===== config.mk =====
export PLATFORM = sky130hd
export DESIGN_NAME = perf_monitor
export DESIGN_NICKNAME = d
export VERILOG_FILES = /design/src/rtl/perf_mon_pkg.sv /design/src/rtl/perf_mon_ctrl.sv /design/src/rtl/perf_mon_counter.sv /design/src/rtl/perf_mon_side.sv /design/src/rtl/perf_mon_readport.sv /design/src/rtl/perf_monitor.sv
export SDC_FILE = /design/constraint.sdc
export NUM_CORES = 1
export LEC_CHECK = 0
export CAP_MARGIN = 5
export CORE_UTILIZATION = 33
export CTS_CLUSTER_SIZE = 20
export DETAILED_ROUTE_END_ITERATION = 16
export DONT_BUFFER_PORTS = 1
export SLEW_MARGIN = 25
export SYNTH_ARGS = -nofsm -noshare
export SYNTH_HDL_FRONTEND = slang
export SYNTH_SLANG_ARGS = --single-unit

===== constraint.sdc =====
create_clock -name clk -period 2.8 [get_ports clk]
set_clock_uncertainty 0.05 [all_clocks]
set_input_delay 0.56 -clock clk [delete_from_list [all_inputs] [get_ports clk]]
set_output_delay 0.56 -clock clk [all_outputs]
set_load 0.01 [all_outputs]

===== src/rtl/perf_mon_pkg.sv =====
package perf_mon_pkg;

    localparam int KINDS_PER_SIDE = 4;
    localparam int NUM_SIDES      = 2;
    localparam int NUM_CNT        = KINDS_PER_SIDE * NUM_SIDES;
    localparam int KIND_W         = $clog2(KINDS_PER_SIDE);
    localparam int CNT_ADDR_W     = $clog2(NUM_CNT);

    typedef enum logic [KIND_W-1:0] {
        KIND_ACCESS = 2'd0,
        KIND_LOOKUP = 2'd1,
        KIND_HIT    = 2'd2,
        KIND_LINE   = 2'd3
    } cnt_kind_e;

    typedef enum logic {
        SIDE_DATA  = 1'b0,
        SIDE_INSTR = 1'b1
    } side_e;

    typedef enum logic {
        ST_PAUSED   = 1'b0,
        ST_COUNTING = 1'b1
    } mon_state_e;

    typedef struct packed {
        logic access;
        logic lookup;
        logic hit;
        logic line_hit;
    } side_ev_t;

endpackage


===== src/rtl/perf_mon_ctrl.sv =====
module perf_mon_ctrl
    import perf_mon_pkg::*;
(
    input  logic clk,
    input  logic rst_n,
    input  logic mon_en,
    output logic cnt_active
);

    mon_state_e state_q;
    mon_state_e state_d;

    // Next state: arm on enable, pause when enable drops.
    always_comb begin
        state_d = state_q;
        unique case (state_q)
            ST_PAUSED:   if (mon_en)  state_d = ST_COUNTING;
            ST_COUNTING: if (!mon_en) state_d = ST_PAUSED;
            default:                  state_d = ST_PAUSED;
        endcase
    end

    always_ff @(posedge clk or negedge rst_n) begin
        if (!rst_n) state_q <= ST_PAUSED;
        else        state_q <= state_d;
    end

    always_comb begin
        cnt_active = (state_q == ST_COUNTING);
    end

endmodule


===== src/rtl/perf_mon_counter.sv =====
module perf_mon_counter #(
    parameter int CNT_W = 32
) (
    input  logic             clk,
    input  logic             rst_n,
    input  logic             clr,
    input  logic             wr,
    input  logic [CNT_W-1:0] wdata,
    input  logic             inc,
    output logic [CNT_W-1:0] q
);

    // Priority: clear, then direct load, then increment (wraps).
    always_ff @(posedge clk or negedge rst_n) begin
        if (!rst_n)   q <= '0;
        else if (clr) q <= '0;
        else if (wr)  q <= wdata;
        else if (inc) q <= q + CNT_W'(1);
    end

endmodule


===== src/rtl/perf_mon_side.sv =====
module perf_mon_side
    import perf_mon_pkg::*;
#(
    parameter int    CNT_W = 32,
    parameter side_e SIDE  = SIDE_DATA
) (
    input  logic                            clk,
    input  logic                            rst_n,
    input  side_ev_t                        ev,
    input  logic                            count_en,
    input  logic                            clr,
    input  logic                            wr_en,
    input  logic [CNT_ADDR_W-1:0]           wr_addr,
    input  logic [CNT_W-1:0]                wr_data,
    output logic [KINDS_PER_SIDE*CNT_W-1:0] cnt_flat
);

    logic [KINDS_PER_SIDE-1:0] inc_vec;
    logic                      side_sel;

    // Line-buffer hits are accesses too, but never tag lookups.
    always_comb begin
        inc_vec              = '0;
        inc_vec[KIND_ACCESS] = count_en & (ev.access | ev.line_hit);
        inc_vec[KIND_LOOKUP] = count_en & ev.lookup;
        inc_vec[KIND_HIT]    = count_en & ev.hit;
        inc_vec[KIND_LINE]   = count_en & ev.line_hit;
    end

    always_comb begin
        side_sel = (side_e'(wr_addr[CNT_ADDR_W-1]) == SIDE);
    end

    for (genvar k = 0; k < KINDS_PER_SIDE; k++) begin : g_cnt
        logic wr_k;
        always_comb begin
            wr_k = wr_en & side_sel & (wr_addr[KIND_W-1:0] == KIND_W'(k));
        end
        perf_mon_counter #(.CNT_W(CNT_W)) u_counter (
            .clk   (clk),
            .rst_n (rst_n),
            .clr   (clr),
            .wr    (wr_k),
            .wdata (wr_data),
            .inc   (inc_vec[k]),
            .q     (cnt_flat[k*CNT_W +: CNT_W])
        );
    end

endmodule


===== src/rtl/perf_mon_readport.sv =====
module perf_mon_readport #(
    parameter int CNT_W = 32,
    parameter int NUM   = 8,
    parameter int AW    = 3
) (
    input  logic                 clk,
    input  logic                 rst_n,
    input  logic                 rd_en,
    input  logic [AW-1:0]        rd_addr,
    input  logic [NUM*CNT_W-1:0] cnt_flat,
    output logic [CNT_W-1:0]     rd_data,
    output logic                 rd_valid
);

    logic [CNT_W-1:0] cnt_arr [NUM];

    for (genvar n = 0; n < NUM; n++) begin : g_unpack
        assign cnt_arr[n] = cnt_flat[n*CNT_W +: CNT_W];
    end

    always_ff @(posedge clk or negedge rst_n) begin
        if (!rst_n) begin
            rd_data  <= '0;
            rd_valid <= 1'b0;
        end else begin
            rd_valid <= rd_en;
            if (rd_en) rd_data <= cnt_arr[rd_addr];
        end
    end

endmodule


===== src/rtl/perf_monitor.sv =====
module perf_monitor
    import perf_mon_pkg::*;
#(
    parameter int CNT_W = 32
) (
    input  logic                  clk,
    input  logic                  rst_n,
    input  logic                  mon_en,
    input  logic                  clr_stats,
    input  logic                  d_access,
    input  logic                  d_lookup,
    input  logic                  d_hit,
    input  logic                  d_line_hit,
    input  logic                  i_access,
    input  logic                  i_lookup,
    input  logic                  i_hit,
    input  logic                  i_line_hit,
    input  logic                  wr_en,
    input  logic [CNT_ADDR_W-1:0] wr_addr,
    input  logic [CNT_W-1:0]      wr_data,
    input  logic                  rd_en,
    input  logic [CNT_ADDR_W-1:0] rd_addr,
    output logic [CNT_W-1:0]      rd_data,
    output logic                  rd_valid
);

    localparam int SIDE_BITS = KINDS_PER_SIDE * CNT_W;

    logic                     cnt_active;
    logic [NUM_CNT*CNT_W-1:0] cnt_flat;
    side_ev_t                 ev_side [NUM_SIDES];

    always_comb begin
        ev_side[SIDE_DATA]  = '{access: d_access, lookup: d_lookup,
                                hit: d_hit, line_hit: d_line_hit};
        ev_side[SIDE_INSTR] = '{access: i_access, lookup: i_lookup,
                                hit: i_hit, line_hit: i_line_hit};
    end

    perf_mon_ctrl u_ctrl (
        .clk        (clk),
        .rst_n      (rst_n),
        .mon_en     (mon_en),
        .cnt_active (cnt_active)
    );

    for (genvar s = 0; s < NUM_SIDES; s++) begin : g_side
        perf_mon_side #(
            .CNT_W (CNT_W),
            .SIDE  (side_e'(s))
        ) u_side (
            .clk      (clk),
            .rst_n    (rst_n),
            .ev       (ev_side[s]),
            .count_en (cnt_active),
            .clr      (clr_stats),
            .wr_en    (wr_en),
            .wr_addr  (wr_addr),
            .wr_data  (wr_data),
            .cnt_flat (cnt_flat[s*SIDE_BITS +: SIDE_BITS])
        );
    end

    perf_mon_readport #(
        .CNT_W (CNT_W),
        .NUM   (NUM_CNT),
        .AW    (CNT_ADDR_W)
    ) u_rd (
        .clk      (clk),
        .rst_n    (rst_n),
        .rd_en    (rd_en),
        .rd_addr  (rd_addr),
        .cnt_flat (cnt_flat),
        .rd_data  (rd_data),
        .rd_valid (rd_valid)
    );

endmodule


==> metrics.md, run 1 <==
| Metric | Value |
|---|---|
| Placed Cells | `2492` |
| Filler cells | `5423` |
| Routed wl met2 | `25700 um` |
| Top routing layer used | `met4` |
| Worst path arrival time | `2.90 ns` |
| Synth Area in XOR/XNOR | `0.113` |
| Clock insertion delay at the later pin of the skew report | `0.59 ns` |
| Area leader, netlist | `dfrtp_1` |
| Hold Buf Count CTS | `4` |
| FF-to-FF setup slack | `0.33 ns` |
| Routability cong. | `0.886` |
| Top_reg_cell synth | `dfrtp_1` |
| Post-route ant nets | `0` |
| Commonest cells post-synth | `nor2_1 (320), dfrtp_1 (290), a211oi_1 (227)` |
| Largest stage delay, worst path | `0.48 ns` |
| PwrDens | `475 mW/mm^2` |
| Most common cell in the netlist | `nor2_1` |
| TritonRoute pass-1 iters | `5` |
| # DRC | `0` |
| Setup Viol. Count Final | `0` |
| Finished Layout Cells | `2551` |
| Fin crit period | `2.47 ns` |
| Clock H-tree levels | `1` |
| Area contributors post-synth | `dfrtp_1 (40%), a211oi_1 (9.4%), mux4_2 (7.9%), nor2_1 (6.6%), xor2_1 (5.7%)` |
| Compound-Gate Fraction of Synth Area | `0.123` |
| RSZ-0062 raised after global routing | `no` |
| Worst Hold Margin | `-0.355 ns` |
| Ys async rst share | `1.00` |
| Cells resized by post-CTS repair | `0` |
| Aggregate routed wire length | `58900 um` |
| CTS root buf | `clkbuf_16` |
| Worst slew pin tran | `1.04 ns` |
| Synth-to-Final Area Change | `8.84%` |
| # nets final | `1893` |
| CTS clock-pin slew for the worst setup and hold paths | `0.06 ns` |
| DR WL/cell | `23.1 um` |
| Core area | `0.0541 mm^2` |
| Worst setup EP type | `flop` |
| Avg Inst Size Synth | `9.47 um^2` |
| Failing checks | `negative hold slack` |
| FMAX | `406 MHz` |
| Ports | `85` |
| Vias/cell | `5.93` |
| Post-synth EDFFs | `0` |
| YS warnings | `0` |
| Initial antenna violation count | `0` |
| Critical path cell sequence | `buf_4, and4_1, nand2_1, nor3_1, nand3b_1, a311oi_1` |
| IO buf count | `0` |
| Status | `finished with violations` |
| Register area share after synthesis | `0.399` |
| Total CTS buffers | `31` |
| Longest Clk Path Bufs | `3` |
| Final period utilization | `0.880` |
| Peak VDD IR | `484 uV` |
| Cell area after synthesis | `0.0182 mm^2` |
| Vias in the first global route | `14500` |
| Yosys top cell area share | `0.399` |
| Die Wd | `237 um` |
| Max_cap viols | `0` |
| Chip Height | `237 um` |
| Post-Syn Instances | `1922` |
| Total grt overflow | `0` |
| Setup bufs post-CTS | `0` |
| Critical path class | `flop to flop` |
| Die area | `0.0561 mm^2` |
| Register bit count reported by yosys | `290` |
| Pin count of the biggest net entering global routing | `291` |
| Launch point of the worst reg-to-reg path | `u_ctrl.cnt_active` |
| Wl on met1 | `26400 um` |
| Overall Global Routing Usage | `0.209` |
| Synth Area in Adders | `0.00550` |
| Sum Neg Setup Slack | `0 ns` |
| Multiplexer area fraction after synthesis | `0.0979` |
| Fin. max-slew vios | `0` |
| Starting Density | `0.336` |
| Total power | `0.00940 W` |
| Routed vias | `15100` |
| Critical path's slowest cell | `nor3_1` |
| Worst r2r dst | `g_side[1].u_side.g_cnt[1].u_counter.q[27]` |
| Site Rows | `85` |
| Cell variety after synth | `50` |
| Syn nets | `1982` |
| Antenna fix cells | `0` |
| Share of layout cells above drive strength 1 | `0.102` |
| Critical Path RT | `3.23 ns` |
| 1st-iter DRT viols | `1608` |
| First-pass GRT wire length | `90600 um` |
| Rel. slew slack | `0.304` |
| CP startpoint kind | `flop` |
| TritonCTS Sinks | `290` |
| Hold Crit Class | `input pin to asynchronous set/reset pin` |
| Area fraction in and, or, nand and nor cells after synthesis | `0.219` |
| Worst r2r path cells | `6` |
| Leak Pwr | `7.39 nW` |
| CTS tree | `yes` |
| Largest family of logic cells by synthesized area | `simple AND/OR/NAND/NOR gates` |
| DP HPWL | `40800 um` |
| Hold Fails Final Rpt | `290` |
| Crit-path max FO | `31` |
| Met3 wire len | `5300 um` |
[worst max path at each step]
stage	endpoint	start
after floorplan	u_rd.rd_data[19]	rd_addr[0]
after global placement	g_side[1].u_side.g_cnt[3].u_counter.q[24]	u_ctrl.cnt_active
after detailed placement	g_side[1].u_side.g_cnt[3].u_counter.q[20]	u_ctrl.cnt_active
after CTS	g_side[1].u_side.g_cnt[3].u_counter.q[14]	u_ctrl.cnt_active
after global routing	g_side[1].u_side.g_cnt[3].u_counter.q[24]	u_ctrl.cnt_active
final	g_side[1].u_side.g_cnt[1].u_counter.q[27]	u_ctrl.cnt_active
[sequential cells by signal (all words and copies together) (netlist names)]
| name | count |
|---|---|
| u_rd.rd_valid | 1 |
| g_side.u_side.g_cnt.u_counter.q | 256 |
| u_ctrl.cnt_active | 1 |
| u_rd.rd_data | 32 |
[placed cells by master (no fill, tap or decap), drive strengths merged, types with 11 or more instances in the layout]
cell type  synthesis  routed
a211oi           233     233
a21oi             32      32
a311oi            18      18
and2              14      14
and3              38      38
and4              31      31
buf               40      37
clkbuf           123      42
clkinv             0      11
dfrtp            290     290
inv               31      31
mux2i             34      34
mux4              64      64
nand2             88      88
nand3             88      88
nand4             89      89
nor2             320     320
nor3              51      51
nor4              37      37
o21ai             14      14
or3               12      12
xnor2            116     116
xor2             119     119
[through the flow]
step / setup WS [ns] / utilization / hold WS, ns / area (um^2)
5_1_grt: 0.0775 / 0.366 / -0.384 / 19800
3_3_place_gp: 0.429 / 0.346 / 0.237 / 18800
2_1_floorplan: 0.643 / - / 0.214 / 18200
6_report: 0.335 / 0.366 / -0.355 / 19800
4_1_cts: 0.384 / 0.366 / -0.384 / 19800
3_5_place_dp: 0.391 / 0.346 / 0.238 / 18800
[routing by layer]
| layer | vias up | track usage |
|---|---|---|
| li1 | 6848 | - |
| met1 | 7588 | 0.302 |
| met2 | 603 | 0.311 |
| met3 | 96 | 0.0497 |
| met4 | 0 | 0.0510 |
| met5 | - | 0 |
[critical path, delay by kind of cell (launching register included)]
family,cells,cell delay (ns)
buf+inv,1,0.32
simple gates,4,1.37
compound gates,1,0.26
flops,1,0.36
[final cells by class]
cell class | count | area (um^2) | area share
inverters | 31 | 116 | 0.00588
well taps | 696 | 871 | 0.0440
multi-input cells | 1438 | 10200 | 0.515
repair buffers | 41 | 343 | 0.0173
clock buffers | 42 | 897 | 0.0453
clock inverters | 13 | 115 | 0.00581
flip-flops and latches | 290 | 7260 | 0.366
[report_power, final]
| part | switching (W) | internal [W] | total, W |
|---|---|---|---|
| logic | 0.000272 | 0.000310 | 0.000582 |
| registers | 0.000252 | 0.00437 | 0.00462 |
| clock network | 0.00180 | 0.00240 | 0.00420 |
[cells by family (layout without fill, tap and decap cells)]
kind of cell    after synthesis  after routing
fa+ha+maj                     8              8
buf+inv                     194            127
compound gates              307            307
simple gates                790            790
mux                          98             98
xor+xnor                    235            235
flops                       290            290
Note: power is estimated with default switching activity, not from simulation.
==> run 2, diff against run 1 <==
--- a/config.mk
+++ b/config.mk
@@ -7,6 +7,7 @@
 export LEC_CHECK = 0
 export CAP_MARGIN = 5
 export CORE_UTILIZATION = 33
+export CTS_BUF_LIST = sky130_fd_sc_hd__clkbuf_4 sky130_fd_sc_hd__clkbuf_8 sky130_fd_sc_hd__clkbuf_16
 export CTS_CLUSTER_SIZE = 20
 export DETAILED_ROUTE_END_ITERATION = 16
 export DONT_BUFFER_PORTS = 1
==> constraint.sdc (replaced) <==
create_clock -name clk -period 2.8 [get_ports clk]
set_clock_uncertainty 0.05 [all_clocks]
set_input_delay 0.28 -clock clk [delete_from_list [all_inputs] [get_ports clk]]
set_output_delay 0.28 -clock clk [all_outputs]
set_load 0.01 [all_outputs]
==> run 2 against run 1 <==
The flow still finishes with violations (negative hold slack); sequential cell count is the same; design area increased by 9.9%; clock-buffer cell count grew 13; critical path depth is 1 higher; final cell count rose by 6.9%; clock power grew 10%; combinational power increased by 44%; via count increased by 7.3%; die area did not move; utilization is 3.6 points higher; global-route usage increased by 1.9 points; critical endpoint is now g_side[0].u_side.g_cnt[1].u_counter.q[25]; largest cell class unchanged.
==> metrics.md, run 2 (synthesized netlist as in run 1, its figures left out) <==
| Metric | Value |
|---|---|
| Peak VDD IR | `362 uV (-25%)` |
| CTS clock-pin slew for the worst setup and hold paths | `0.06 ns (about the same)` |
| Final core occ | `0.402 (+0.0363)` |
| Setup Viol. Count Final | `0 (unchanged)` |
| Die area | `0.0561 mm^2 (unchanged)` |
| FMAX | `364 MHz (-10%)` |
| Net Sw Frac | `0.252 (+0.00494)` |
| Pin count of the biggest net entering global routing | `291 (unchanged)` |
| Worst r2r path cells | `7 (+1)` |
| Die Wd | `237 um (unchanged)` |
| Sequential power share | `0.459 (-0.033)` |
| Routed vias | `16200 (+7.3%)` |
| 1st-iter DRT viols | `1906 (+19%)` |
| Largest stage delay, worst path | `0.59 ns (+0.11 ns)` |
| CTS tree | `yes` |
| IO buf count | `0 (unchanged)` |
| Crit path to | `g_side[0].u_side.g_cnt[1].u_counter.q[25]` |
| Clock Power Share | `0.458 (+0.011)` |
| Max reg flops | `256 (unchanged)` |
| Fin crit period | `2.75 ns (+0.281 ns)` |
| Launch point of the worst reg-to-reg path | `g_side[0].u_side.g_cnt[1].u_counter.q[4]` |
| TritonCTS Sinks | `290 (unchanged)` |
| Pre-CTS setup slack | `0.391 ns (-0.000147 ns)` |
| Rel. slew slack | `0.223 (-0.0813)` |
| # DRC | `0 (unchanged)` |
| P_int | `0.00755 W (+6.5%)` |
| Max_cap viols | `0 (unchanged)` |
| Site Rows | `85 (unchanged)` |
| Critical path's slowest cell | `dlygate4sd3_1` |
| Worst setup margin | `0.0543 ns (-0.281 ns)` |
| Post-route ant nets | `0 (unchanged)` |
| Total grt overflow | `0 (unchanged)` |
| CTS root buf | `clkbuf_16` |
| Critical path cell sequence | `nand4_1, buf_4, and4bb_2, nand4_1, xor2_1, a211oi_1, dlygate4sd3_1` |
| Net switching power figure | `0.00254 W (+9.4%)` |
| Critical path class | `flop to flop` |
| DR WL/cell | `23.4 um (+1.5%)` |
| Total power | `0.0101 W (+7.2%)` |
| CP startpoint | `g_side[0].u_side.g_cnt[1].u_counter.q[4]` |
| TritonRoute pass-1 iters | `6 (+1)` |
| Largest register by flop count | `g_side.u_side.g_cnt.u_counter.q` |
| Vias/cell | `5.95 (+0.30%)` |
| Combinational share of power | `0.083 (+0.021)` |
| CP startpoint kind | `flop` |
| Most frequent CP cell | `nand4_1` |
| Initial antenna violation count | `2 (+2)` |
| Vias in the first global route | `15800 (+9.1%)` |
| Starting Density | `0.336 (unchanged)` |
| Filler cells | `5269 (-2.8%)` |
| Longest Clk Path Bufs | `3 (unchanged)` |
| Failing checks | `negative hold slack` |
| # nets final | `2067 (+9.2%)` |
| Most common cell after layout, fill and taps aside | `nor2_1` |
| Fin. max-slew vios | `0 (unchanged)` |
| Overall Global Routing Usage | `0.228 (+0.0194)` |
| Worst r2r dst | `g_side[0].u_side.g_cnt[1].u_counter.q[25]` |
| First-pass GRT wire length | `98500 um (+8.7%)` |
| Status | `finished with violations` |
| PwrDens | `463 mW/mm^2 (-2.4%)` |
| FF-to-FF setup slack | `0.05 ns (-0.28 ns)` |
| Synth-to-Final Area Change | `19.6%` |
| Worst Hold Margin | `-0.588 ns (-0.233 ns)` |
| DP HPWL | `41100 um (+0.81%)` |
| Placed Cells | `2493 (+0.040%)` |
| Worst slew pin tran | `1.17 ns (+0.122 ns)` |
| Clock H-tree levels | `2 (+1)` |
| Area of the multi-input gates | `0.0103 mm^2 (+1.1%)` |
| Sum Neg Setup Slack | `0 ns (unchanged)` |
| Leak Pwr | `8.52 nW (+15%)` |
| Commonest non-fill, non-tap cells in the layout | `nor2_1 (319), dfrtp_1 (288), a211oi_1 (227), dlygate4sd3_1 (165), xor2_1 (119)` |
| Register area | `0.00726 mm^2 (about the same)` |
| Critical Path RT | `3.22 ns (about the same)` |
| Hold Buf Count CTS | `168 (+164)` |
| Largest registers | `g_side.u_side.g_cnt.u_counter.q (256), u_rd.rd_data (32)` |
| Hold Crit Class | `input pin to asynchronous set/reset pin` |
| Total CTS buffers | `34 (+9.7%)` |
| Share of layout cells above drive strength 1 | `0.111 (+0.00836)` |
| Worst setup EP type | `flop` |
| Crit-path max FO | `7 (-77%)` |
| Final period utilization | `0.981 (+0.100)` |
| Clock insertion delay at the later pin of the skew report | `0.54 ns (-0.05 ns)` |
| Hold Fails Final Rpt | `290 (unchanged)` |
| Chip Height | `237 um (unchanged)` |
| Aggregate routed wire length | `63900 um (+8.5%)` |
| Finished Layout Cells | `2728 (+6.9%)` |
| Worst path arrival time | `3.17 ns (+0.27 ns)` |
| Routability cong. | `0.873 (-1.5%)` |
| Ports | `85 (unchanged)` |
| Core area | `0.0541 mm^2 (unchanged)` |
-- run 2: final cells by class --
cell class                 instances  share of cell area
clock buffer                      55              0.0516
inverter                          31             0.00535
timing repair buffer             212              0.0941
tap                              696              0.0400
clock inverter                     5             0.00115
antenna                            1            0.000115
sequential                       290               0.333
multi-input combinational       1438               0.474
-- run 2: worst min-delay path by stage --
stage                                                      to   from  slack, ns  depth (start not counted)
floorplan            g_side[0].u_side.g_cnt[0].u_counter.q[0]  rst_n      -0.07                          0
global placement    g_side[1].u_side.g_cnt[0].u_counter.q[26]  rst_n      -0.04                          0
detailed placement  g_side[1].u_side.g_cnt[0].u_counter.q[25]  rst_n      -0.04                          0
CTS                 g_side[1].u_side.g_cnt[0].u_counter.q[27]  rst_n      -0.61                          0
global route        g_side[1].u_side.g_cnt[1].u_counter.q[26]  rst_n      -0.61                          0
finish              g_side[1].u_side.g_cnt[0].u_counter.q[25]  rst_n      -0.59                          0
-- run 2: timing repair --
item / 4_1_cts / 5_1_grt
gates resized for setup: 0 / 27
setup endpoints to repair: 0 / 57
hold endpoints to repair: 580 / 290
setup buffers: 0 / 6
-- run 2: routing by layer --
metal  GRT usage  vias up  routed length [um]
li1            -     7207                   -
met1       0.324     8161               27400
met2       0.341      745               28100
met3      0.0532      121                6500
met4      0.0730        0                1890
met5           0        -                   0
-- run 2: critical path, delay by kind of cell (launching register included) --
family	cells	cell delay (ns)
and+or+nand+nor	3	0.89
AOI/OAI and AO/OA	1	0.25
DFF	1	0.46
xor gates and xnor gates	1	0.16
buffers and inverters	2	0.86
-- run 2: through the flow --
stage          instance area (um^2)  hold slack (ns)
2_1_floorplan                 18200          -0.0656
3_3_place_gp                  18700          -0.0409
3_5_place_dp                  18700          -0.0421
4_1_cts                       21600           -0.612
5_1_grt                       21800           -0.612
6_report                      21800           -0.588
-- run 2: power by group through the flow --
| stage | sequential (W) | combinational [W] | clock [W] |
|---|---|---|---|
| floorplan | 0.00461 | 0.000618 | 0 |
| global placement | 0.00469 | 0.000545 | 0 |
| detailed placement | 0.00469 | 0.000558 | 0 |
| CTS | 0.00462 | 0.000818 | 0.00467 |
| global route | 0.00465 | 0.000898 | 0.00485 |
| finish | 0.00463 | 0.000836 | 0.00462 |
